### config.mk
export PLATFORM = sky130hd
export DESIGN_NAME = updown_pos_ctrl
export DESIGN_NICKNAME = d
export VERILOG_FILES = /design/src/rtl/updown_pos_ctrl.sv
export SDC_FILE = /design/constraint.sdc
export NUM_CORES = 1
export LEC_CHECK = 0
export BUFFER_PORTS_ARGS = -buffer_cell sky130_fd_sc_hd__buf_2
export CORE_AREA = 2 2 70 72
export CTS_BUF_LIST = sky130_fd_sc_hd__clkbuf_2 sky130_fd_sc_hd__clkbuf_4 sky130_fd_sc_hd__clkbuf_8
export CTS_CLUSTER_SIZE = 28
export DETAILED_ROUTE_END_ITERATION = 12
export DIE_AREA = 0 0 72 74
export SYNTH_ARGS = -nofsm -noshare
export SYNTH_HDL_FRONTEND = slang
export SYNTH_SLANG_ARGS = --single-unit
export TNS_END_PERCENT = 20
### constraint.sdc
create_clock -name clk -period 3.9 [get_ports clk]
set_input_delay 0.195 -clock clk [delete_from_list [all_inputs] [get_ports clk]]
set_output_delay 0.195 -clock clk [all_outputs]
set_load 0.005 [all_outputs]
### src/rtl/updown_pos_ctrl.sv
module updown_pos_ctrl #(
  parameter int DB_TICKS   = 10,
  parameter int HOLD_TICKS = 1000,
  parameter int REP_TICKS  = 250
) (
  input  logic       clk,
  input  logic       rst_n,
  input  logic       tick,
  input  logic       preset_zero,
  input  logic       up_n,
  input  logic       dn_n,
  output logic [4:0] pos,
  output logic       step,
  output logic       step_up
);
  localparam int DBW = $clog2(DB_TICKS + 1);
  localparam int HW  = $clog2(HOLD_TICKS + REP_TICKS + 1);
  localparam logic [4:0] MID = 5'd16;
  localparam logic [4:0] TOP = 5'd31;

  // bit 1 = up, bit 0 = down, active high after inversion
  logic [1:0] s1, s2, db, act, act_q;
  logic [DBW-1:0] dcnt [2];
  logic [HW-1:0] hcnt;
  logic scan, fire, can;

  always_ff @(posedge clk) begin
    if (!rst_n) begin
      s1 <= 2'b00;
      s2 <= 2'b00;
    end else begin
      s1 <= {~up_n, ~dn_n};
      s2 <= s1;
    end
  end

  always_ff @(posedge clk) begin
    for (int i = 0; i < 2; i++) begin
      if (!rst_n) begin
        db[i]   <= 1'b0;
        dcnt[i] <= '0;
      end else if (s2[i] == db[i]) begin
        dcnt[i] <= '0;
      end else if (tick) begin
        if (dcnt[i] == DBW'(DB_TICKS - 1)) begin
          db[i]   <= s2[i];
          dcnt[i] <= '0;
        end else begin
          dcnt[i] <= dcnt[i] + 1'b1;
        end
      end
    end
  end

  assign act = (db == 2'b10 || db == 2'b01) ? db : 2'b00;

  logic [HW-1:0] lim;
  assign lim  = scan ? HW'(REP_TICKS - 1) : HW'(HOLD_TICKS - 1);
  assign fire = (act != 2'b00) && ((act != act_q) || (tick && hcnt == lim));
  assign can  = act[1] ? (pos != TOP) : (pos != 5'd0);

  always_ff @(posedge clk) begin
    if (!rst_n) begin
      act_q <= 2'b00;
      hcnt  <= '0;
      scan  <= 1'b0;
    end else begin
      act_q <= act;
      if (act != act_q) begin
        hcnt <= '0;
        scan <= 1'b0;
      end else if (act != 2'b00 && tick) begin
        if (hcnt == lim) begin
          hcnt <= '0;
          scan <= 1'b1;
        end else begin
          hcnt <= hcnt + 1'b1;
        end
      end
    end
  end

  always_ff @(posedge clk) begin
    if (!rst_n) begin
      pos     <= preset_zero ? 5'd0 : MID;
      step    <= 1'b0;
      step_up <= 1'b0;
    end else begin
      step <= fire && can;
      if (fire && can) begin
        pos     <= act[1] ? pos + 1'b1 : pos - 1'b1;
        step_up <= act[1];
      end
    end
  end
endmodule

== Word-level counts from Yosys, hierarchy flattened ==
Memory sizes are Yosys's and may differ from the RTL's.
Cells that the tools add are included.

* Memories: 1
* Register bits after elaboration: 27
* Output and inout port bits: 7
* Bits of input ports: 6
* RAM bits: 8

* Add/sub/neg operators: 5
* Bitwise gates (word level): 11
* Eq/ne operators: 10
* Muxes and demuxes: 41
* Reduce and logical (&&, ||, !) cells: 12

{| class="wikitable"
|+ Memories
! name !! words !! width !! rd ports !! clocked after Yosys merged registers in !! write ports !! line !! text
|-
| dcnt || 2 || 4 || 2 || 0 || 2 || 23 || <nowiki>logic [DBW-1:0] dcnt [2];</nowiki>
|}

{| class="wikitable"
|+ Operators by type and width
! kind !! count
|-
| two-way mux 1 bit || 28
|-
| two-way mux 4 bit || 6
|-
| two-way mux 5 bit || 4
|-
| adder 11 x 1 -> 11 bit (second input constant) || 1
|-
| == test 11 x 10 -> 1 bit || 1
|-
| two-way mux 11 bit || 1
|-
| two-way mux 10 bit || 1
|-
| adder 4 x 1 -> 4 bit (second input constant) || 2
|-
| == test 4 bit (second input constant) || 2
|-
| bitwise OR 1 bit || 6
|-
| AND reduction 3 bit || 2
|-
| adder 5 x 1 -> 5 bit (second input constant) || 1
|-
| inequality test 5 bit (second input constant) || 1
|-
| NOT 1 bit || 5
|-
| nonzero test 5 bit || 1
|-
| subtractor 5 x 1 -> 5 bit (second input constant) || 1
|-
| logical AND 1 bit || 4
|-
| == test 1 bit || 2
|-
| == test 2 x 1 -> 1 bit (second input constant) || 1
|-
| == test 2 bit (second input constant) || 1
|-
| logical OR 1 bit || 2
|-
| two-way mux 2 bit || 1
|-
| inequality test 2 x 1 -> 1 bit (second input constant) || 1
|-
| inequality test 2 bit || 1
|-
| other kinds (3) || 3
|}

== Longest topological paths before layout ==
Gate-level depths: netlist of the first run.

* Depth in word-level cells: 9
* Mapped depth: 9

== Worst setup path before layout of the first run ==
Ideal clock, no wire load.

* Path type: flip-flop to flip-flop
* From: reg db[0]
* To: reg pos[0], enable pin
* Setup slack: 2.013 ns
* Required time: 3.625 ns
* Buffers on the path: 0
* Stages on the path, launching flop included: 8
* Data arrival time: 1.612 ns
* Cell sequence: dfxtp_1 -> inv_1 -> ha_1 -> or4_1 -> nor3_1 -> a31oi_1 -> o21ai_2 -> nand2_1

* Longest elaborated chain between the ends: 8

{| class="wikitable"
|+ RTL lines
! element !! line !! text
|-
| from (decl) || 22 || <nowiki>logic [1:0] s1, s2, db, act, act_q;</nowiki>
|-
| from (signal, indexed assignment) || 46 || <nowiki>db[i] <= s2[i];</nowiki>
|-
| == test 2 bit or == test 2 x 1 -> 1 bit (tied branches) || 55 || <nowiki>assign act = (db == 2'b10 || db == 2'b01) ? db : 2'b00;</nowiki>
|-
| logical OR 1 bit (*) || 55 ||
|-
| two-way mux 2 bit (*) || 55 ||
|-
| named net act[1] || 22 ||
|-
| inequality test 2 bit || 59 || <nowiki>assign fire = (act != 2'b00) && ((act != act_q) || (tick && hcnt == lim));</nowiki>
|-
| logical OR 1 bit || 59 ||
|-
| logical AND 1 bit || 59 ||
|-
| logical AND 1 bit (*) || 90 || <nowiki>if (fire && can) begin</nowiki>
|-
| inequality test 2 x 1 -> 1 bit (no source line) (*) || - ||
|-
| to (signal assigned) || 85 || <nowiki>pos <= preset_zero ? 5'd0 : MID;</nowiki>
|-
| to (signal assigned) || 91 || <nowiki>pos <= act[1] ? pos + 1'b1 : pos - 1'b1;</nowiki>
|-
| to (decl) || 12 || <nowiki>output logic [4:0] pos,</nowiki>
|}

Mark *: on every way through the listed nets, which the timed path passes. The rest lies on a longest branch.
A chain may end at the register's enable or synchronous reset.

== Worst setup path in the final report of the first run ==
* From: reg db[0]
* To: reg pos[4], data pin

* Longest elaborated chain between the ends: 6

{| class="wikitable"
|+ RTL lines
! element !! line !! text
|-
| == test 2 bit or == test 2 x 1 -> 1 bit (tied branches) || 55 ||
|-
| logical OR 1 bit (*) || 55 ||
|-
| two-way mux 2 bit (*) || 55 ||
|-
| named net act[1] || 22 ||
|-
| two-way mux 5 bit (*) || 91 ||
|-
| two-way mux 5 bit (*) || 90 ||
|-
| two-way mux 5 bit (*) || 84 || <nowiki>if (!rst_n) begin</nowiki>
|}

Mark *: on every way through the listed nets, which the timed path passes. The rest lies on a longest branch. The select of a mux whose other input is x is not followed.

==> results.md, run 1 <==
- The flow ran to the end, and the final reports show no timing, DRC or antenna violations.
- In this run the cell area measured after placement is 0.00183 mm².
- The hold violation count in the final report is 0.
- The H-tree depth reported by CTS is 2.
- Setup total negative slack on the finished layout was measured at 0 ps.
- The repair_antennas step left the layout with diodes totalling 0.
- In the final design database the tool counted 205 nets.
- The count of nets left with antenna violations once routing finished came out at 0.
- The initial antenna violation count is 0.
- The die area is 0.00533 mm².
- In this run the worst path has a maximum fanout of 6.
- From synthesis to final layout, the design area changed by 11.0%.
- The synthesized netlist devotes 22.2% of its cell area to simple gates.
- Summing the areas of all fa, ha and maj instances in the mapped netlist gives 8.32% of the synthesized area.
- For the worst setup path, the data required time is 3920 ps.
- The library cell occupying the most area in the post-synthesis netlist is dfxtp_1.
- The clock tree from TritonCTS is done.
- The final period demand of the worst path is 2060 ps.
- The worst hold-check path type is in2reg.
- The average wire length per cell after detail routing is 11.9 µm.
- The number of buffers added for setup after CTS is 0.
- Across the routed clock network, the largest skew measured is 2.74 ps.
- The cell chosen for the clock root is clkbuf_8.
- The clock reaches the later pin of the worst-skew pair after 280 ps.
- The core region is 0.00460 mm².
- The final-report max-slew violation count was 0.
- Counting every instance in the synthesized netlist gives 174.
- Of the cells placed in the final design, the portion with a size suffix greater than 1 is 13.8%.
- Setup repair after global routing left no endpoint under its margin.
- The net count after synthesis is 191.
- For this run, the number of Yosys warnings is 0.
- The slew of the pin with the lowest slew margin is 456 ps.
- The number of gates resized after CTS is 0.
- The cell area after synthesis is 0.00174 mm².
- The filler cell count is 450.
- In the routed design, unresolved DRC markers number 0.
- For this configuration, the core starts out at a cell density of 37.9%.
- The number of hold buffers added after CTS was 0.
- The wire length of the first global-routing pass is 5290 µm.
- The XOR/XNOR share of the synthesized area is 11.0%.
- The TritonCTS buffer count is 5.
- The critical setup path kind is reg2reg.
- Measured along the y axis, the die boundary spans 74 µm.
- The largest vdd supply drop is 0.267 mV.
- The uppermost metal layer occupied by signal nets is met4.
- The register-to-register setup slack is 1840 ps.
- The portion of synthesized area spent on multiplexers is 1.72%.
- The chip width is 72 µm.
- Traced cell by cell, the critical path runs through inv_1 > ha_1 > inv_1 > ha_1 > a21o_1 > a21oi_1 > xnor2_1 > mux2i_1.
- The count of final setup violators is 0.
- For this run, the total global-route usage over all layers was measured as 12.7%.
- Of the available clock period, the critical path in the final layout requires 52.8%.
- The wire length on met1 is 1490 µm.
- The number of buffers added on ports is 12.
- The pin count of the biggest net entering global routing is 12.
- The master of the slowest instance on the critical path is dfxtp_1.
- The number of placed I/O pins is 13.
- The clock passes through at most 2 buffers.
- The post-layout instance area is 0.00194 mm².
- Counting flops with an async set or reset pin after synthesis yields a share of 0%.
- For this run, the leading register cell type out of synthesis is dfxtp_1.
- The element type at the critical path start is a flop.
- The number of design-rule violations left by the first detailed-router iteration is 41.
- The fraction of post-synthesis cell area in the top cell type by area is 25.3%.
- The routability-driven placement congestion ratio is 0.749.
- The length of routed met3 wiring is 69 µm.
- The final wirelength is 2900 µm.
- By area, the combinational part of the netlist is dominated by simple AND/OR/NAND/NOR gates.
- Based on the critical path, the design can be clocked at up to 485 MHz.
- After clock tree synthesis, the clock-pin slew on the worst setup and hold paths is 70 ps.
- The largest stage delay on the critical path is 340 ps.
- Before antenna repair, the detailed router went through 4 iterations.
- The power per unit of standard cell area is 376 mW/mm².
- The average vias per placed instance is 4.84.
- The via count of the first global-routing pass was 1139.
- The overall overflow remaining after global route is 0.
- The normalized max-slew margin is 69.5%.
- The length of routed met2 wiring is 1290 µm.
- After synthesis, the cell types taking the most area are dfxtp_1 25%, edfxtp_1 22%, xor2_1 8.5%.
- The worst endpoint data arrival time is 2080 ps.
- The kind of capture point of the worst setup path is a flop.
- Once detailed placement completed, the half-perimeter wirelength came to 2170 µm.
- The proportion of synthesized chip area in sequential cells is 47.6%.
- Each instance of the synthesized netlist takes up on average 10.0 µm².
- The number of enable-type register cells in the synthesized netlist is 13.
- The leakage power summed over all cells is 0.802 nW.
- The cell row count is 25.
- The synthesized flop and latch total is 35.
- The number of distinct library cell variants in the gate-level netlist after synthesis is 35.
- Summing the areas of all compound-gate instances in the mapped netlist gives 4.66% of the synthesized area.
- Summing over every cut layer, the via total after detailed routing is 1176.
- The number of maximum-capacitance violations is 0.
- The clock sink count is 35.
==> flip-flops by register name, indices dropped and copies added (netlist names) <==
register and flops:
step_up 1, step 1, s2 2, hcnt 11, db 2, dcnt 8, act_q 2, s1 2
scan 1, pos 5
==> synthesized netlist by cell type (2+ instances only) <==
library cell,n
a21oi_1,5
nor3b_1,2
inv_1,10
o2111ai_1,2
nor2_1,34
nand4_1,3
and2_1,3
nor3_1,3
xor2_1,17
buf_6,2
ha_1,10
a21o_1,2
nor4_1,3
xnor2_1,5
mux2i_1,3
edfxtp_1,13
dfxtp_1,22
nand3_1,5
nand2_1,14
==> critical path: cells and delay by family (launching register included) <==
family | cells | cell delay (ps)
buf+inv | 2 | 230
flops | 1 | 340
mux | 1 | 80
fa+ha+maj | 2 | 660
xor+xnor | 1 | 140
compound gates | 2 | 360
==> cells in the final DEF, fill, tap and decap left out, types with 2 or more instances in the layout <==
cell type / instances
ha_1: 10
dfxtp_1: 22
nor4_1: 3
nor3b_1: 2
nand3_1: 5
nor2_1: 34
o2111ai_1: 2
xor2_1: 17
nand2_1: 14
a21o_1: 2
xnor2_1: 5
buf_2: 12
nor3_1: 3
and2_1: 3
edfxtp_1: 13
a21oi_1: 5
mux2i_1: 3
clkbuf_8: 7
inv_1: 10
nand4_1: 3
==> final timing paths <==
kind	start	cells after the start	to
worst max-delay path	db[0]	8	pos[4]
worst min-delay path	dn_n	2	s1[0]
worst max register to register	db[0]	8	pos[4]
worst min register to register	s1[0]	1	s2[0]
==> metrics by stage <==
stage          setup WS (ps)  cells  power (mW)  util, %  hold slack [ps]
2_1_floorplan           2010    174       0.436        -              262
3_3_place_gp            1890    235       0.451     39.9              345
3_5_place_dp            1830    235       0.451     39.9              348
4_1_cts                 1820    243       0.737     42.1             48.1
5_1_grt                 1670    243       0.762     42.1             71.1
6_report                1840    243       0.729     42.1             57.8
==> layer usage <==
layer,vias to the layer above,track usage (%)
li1,610,-
met1,545,17.7
met2,16,19.0
met3,5,2.71
met4,0,5.66
met5,-,0
==> report_power, final <==
group          internal (mW)  switching [mW]
registers              0.388         0.00871
logic                 0.0208          0.0244
clock network          0.168           0.119
total                  0.577           0.152
==> cell families after synthesis <==
family / after synthesis
multiplexers: 3
AO/OA/AOI/OAI: 12
AND/OR/NAND/NOR: 76
adder cells (fa/ha/maj): 11
buffers and inverters: 15
XOR/XNOR: 22
flip-flops: 35
==> layout make-up <==
| type | instances | area, µm² | share of cell area [%] |
|---|---|---|---|
| multi-input cells | 124 | 837 | 43.2 |
| inverters | 10 | 37.5 | 1.94 |
| repair buffers | 12 | 60.1 | 3.10 |
| flip-flops and latches | 35 | 831 | 42.9 |
| clock buffers | 8 | 104 | 5.36 |
| well taps | 54 | 67.6 | 3.49 |
Power figures use the tool's default switching activity.
==> inputs of run 2 (changes only) <==
==> constraint.sdc (replaced) <==
create_clock -name clk -period 1.8 [get_ports clk]
set_input_delay 0.09 -clock clk [delete_from_list [all_inputs] [get_ports clk]]
set_output_delay 0.09 -clock clk [all_outputs]
set_load 0.005 [all_outputs]
==> results.md, run 2 (synthesis gave the netlist of run 1 again) <==
- Run status: finished, final reports clean (unchanged).
- The startpoint of the most critical register-to-register path is db[0] (unchanged).
- The final wirelength is 2930 µm (was 2900 µm).
- The top register by number of flip-flops is hcnt (unchanged).
- The number of design-rule violations left by the first detailed-router iteration came to 49 (was 41).
- The post-layout instance area is 0.00207 mm² (was 0.00194 mm²).
- The hold path depth is 2 (unchanged).
- The number of cells on the worst reg-to-reg path is 8 (unchanged).
- The residual antenna-violating net count after detailed routing was 0 (unchanged).
- The number of placed I/O pins was 13 (unchanged).
- The fmax was 586 MHz (was 485 MHz).
- The final setup TNS came to 0 ps (unchanged).
- The pin count of the biggest net entering global routing is 12 (unchanged).
- The worst slack at placement is 14.5 ps (was 1830 ps).
- The worst setup skew after layout is 10.9 ps (was 2.74 ps).
- The kind of capture point of the worst setup path is a flop (unchanged).
- The top cell family by delay on the critical path is adder cells (unchanged).
- The total routing resource utilization after global routing is 12.7% (about the same).
- The count of inserted antenna diode cells is 0 (unchanged).
- Unrepaired setup endpoints after global routing: yes (was no).
- The hold-critical path endpoint is pos[4] (was s1[0]).
- The average vias per placed instance is 4.71 (was 4.84).
- The final HPWL from detailed placement is 2080 µm (was 2170 µm).
- The final cycle utilization of the critical path came to 94.8% (was 52.8%).
- The number of search-and-repair iterations in the first detailed-routing pass is 4 (unchanged).
- The worst endpoint data arrival time was 1730 ps (was 2080 ps).
- The worst hold-check path type is in2reg (unchanged).
- The core outline area came to 0.00460 mm² (unchanged).
- The initial antenna violation count is 0 (unchanged).
- The number of buffers added on ports is 12 (unchanged).
- The endpoint of the worst register-to-register path is pos[4] (unchanged).
- The post-layout instance count excluding filler cells is 255 (was 243).
- The y dimension of the die is 74 µm (unchanged).
- The synthesis-to-finish area growth is 18.6% (was 11.0%).
- The sequential power share is 51.9% (was 54.4%).
- The filler cell count is 444 (was 450).
- The hold violation count in the final report is 0 (unchanged).
- The power per unit of standard cell area is 800 mW/mm² (was 376 mW/mm²).
- The number of flip-flops in the largest register is 11 (unchanged).
- Highest-count cells in the layout ignoring fill and taps: 34 x nor2_1, 20 x dfxtp_1, 17 x xor2_1 (was 34 x nor2_1, 22 x dfxtp_1, 17 x xor2_1).
- The DRC violation count after routing is 0 (unchanged).
- The count of final setup violators is 0 (unchanged).
- The net switching power of the design was 0.351 mW (was 0.152 mW).
- The post-layout net count is 217 (was 205).
- The largest vdd supply drop is 0.424 mV (was 0.267 mV).
- The H-tree depth reported by CTS is 2 (unchanged).
- The slew of the pin with the lowest slew margin is 388 ps (was 456 ps).
- The number of buffers on the longest clock path came to 2 (unchanged).
- The commonest non-fill, non-tap cell in the layout is nor2_1 (unchanged).
- The cell that appears most often on the critical path is inv_2.
- The multi-input logic area is 867 µm² (was 837 µm²).
- The buffering stage count on the worst path with inverters included was 2 (unchanged).
- The die area is 0.00533 mm² (unchanged).
- The via count of the first global-routing pass is 1174 (was 1139).
- The register-to-register setup slack was 90 ps (was 1840 ps).
- The clock tree from TritonCTS is done (unchanged).
- List of cells traversed by the critical path: inv_2 > ha_4 > inv_2 > ha_1 > a21o_1 > a21oi_2 > xnor2_1 > mux2i_1 (was inv_1 > ha_1 > inv_1 > ha_1 > a21o_1 > a21oi_1 > xnor2_1 > mux2i_1).
- The worst path required time is 1830 ps (was 3920 ps).
- The TritonCTS buffer count is 5 (unchanged).
- The routability-driven placement congestion ratio is 0.882 (was 0.749).
- The largest stage delay on the critical path is 320 ps (was 340 ps).
- The clock latency on the worst-skew pair is 290 ps (was 280 ps).
- The total number of vias is 1202 (was 1176).
- The share of post-route cells with drive strength above 1 is 22.4% (was 13.8%).
- The final-report max-slew violation count is 0 (unchanged).
- The startpoint of the tightest hold check path is preset_zero (was dn_n).
- The share of total power in the clock network was 41.2% (was 39.4%).
- The storage element area is 833 µm² (was 831 µm²).
- The element type at the critical path start is a flop (unchanged).
- The cell chosen for the clock root was clkbuf_8 (unchanged).
- The clock slew seen by the registers of the worst setup and hold paths is 60 ps (was 70 ps).
- The switching power share of the total is 21.2% (was 20.9%).
- The overall overflow remaining after global route is 0 (unchanged).
- The leakage power summed over all cells was 0.862 nW (was 0.802 nW).
- The power share of the combinational group is 6.9% (was 6.2%).
- The critical setup path kind is reg2reg (unchanged).
- The wire length of the first global-routing pass is 5200 µm (was 5290 µm).
- The total internal power is 1.30 mW (was 0.577 mW).
- The cell row count is 25 (unchanged).
- The cell area reported after detailed placement is 0.00192 mm² (was 0.00183 mm²).
- Top Registers: hcnt: 11 flops, dcnt: 8 flops, pos: 5 flops (unchanged).
- The number of cells in the design after placement was 244 (was 235).
- The master of the slowest instance on the critical path is dfxtp_2 (was dfxtp_1).
- The normalized max-slew margin was 74.1% (was 69.5%).
- The clock sink count was 35 (unchanged).
- The smallest setup slack after layout was 93.4 ps (was 1840 ps).
- The number of maximum-capacitance violations is 0 (unchanged).
- The effective utilization at floorplan is 37.9% (unchanged).
- The final period demand of the worst path is 1710 ps (was 2060 ps).
- The average wire length per cell after detail routing is 11.5 µm (was 11.9 µm).
- The maximum net fanout on the critical path is 5 (was 6).
- The chip width is 72 µm (unchanged).
[run 2: changes by cell type in the layout (fill, tap and decap cells not counted), moves of 2 or more]
cell	previous run	this run
dlygate4sd3_1	0	2
clkbuf_8	7	5
inv_1	10	8
inv_2	0	2
dfxtp_2	0	2
buf_4	0	10
dfxtp_1	22	20
[run 2: how the worst max path moves through the flow]
stage                     startpoint  slack [ps]  cells past startpoint     end
after detailed placement       db[0]          10                      8  pos[4]
after CTS                      db[0]           8                      8  pos[4]
after global placement         db[0]          50                      8  pos[4]
after floorplan                db[0]          30                      7  pos[0]
final                          db[0]          90                      8  pos[4]
after global routing           db[0]         -10                      8  pos[4]
[run 2: cell type report]
cell class	instances	share of cell area (%)
clock buffer	5	3.33
sequential	35	40.3
clock inverter	3	1.88
inverter	10	1.81
timing repair buffer	24	7.50
multi-input combinational	124	41.9
tap	54	3.27
[run 2: per-stage QoR]
stage / power (mW) / hold WS [ps] / utilization (%)
after floorplan: 0.944 / 157 / -
after global placement: 0.982 / 242 / 41.7
after detailed placement: 0.981 / 246 / 41.7
after CTS: 1.67 / 100 / 44.4
after global routing: 1.72 / 113 / 45.0
final: 1.65 / 102 / 45.0
[run 2: power groups by stage]
| stage | registers [mW] | clock network [mW] | logic, mW |
|---|---|---|---|
| after global routing | 0.861 | 0.731 | 0.132 |
| after floorplan | 0.873 | 0 | 0.0711 |
| after detailed placement | 0.875 | 0 | 0.106 |
| after global placement | 0.876 | 0 | 0.106 |
| after CTS | 0.857 | 0.700 | 0.110 |
| final | 0.858 | 0.681 | 0.115 |
[run 2: repair_timing]
| item | 4_1_cts | 5_1_grt |
|---|---|---|
| endpoints found under the setup margin | 0 | 9 |
| hold buffers | 2 | 0 |
| resized for setup | 0 | 8 |
| buffers inserted | 0 | 1 |
| hold endpoints to repair | 2 | 0 |
[run 2: per-layer routing]
metal	up-vias	share of wire, %	global-route usage [%]
li1	633	-	-
met1	551	49	16.0
met2	11	46	20.4
met3	7	3.0	3.66
met4	0	2.2	5.66
met5	-	0	0
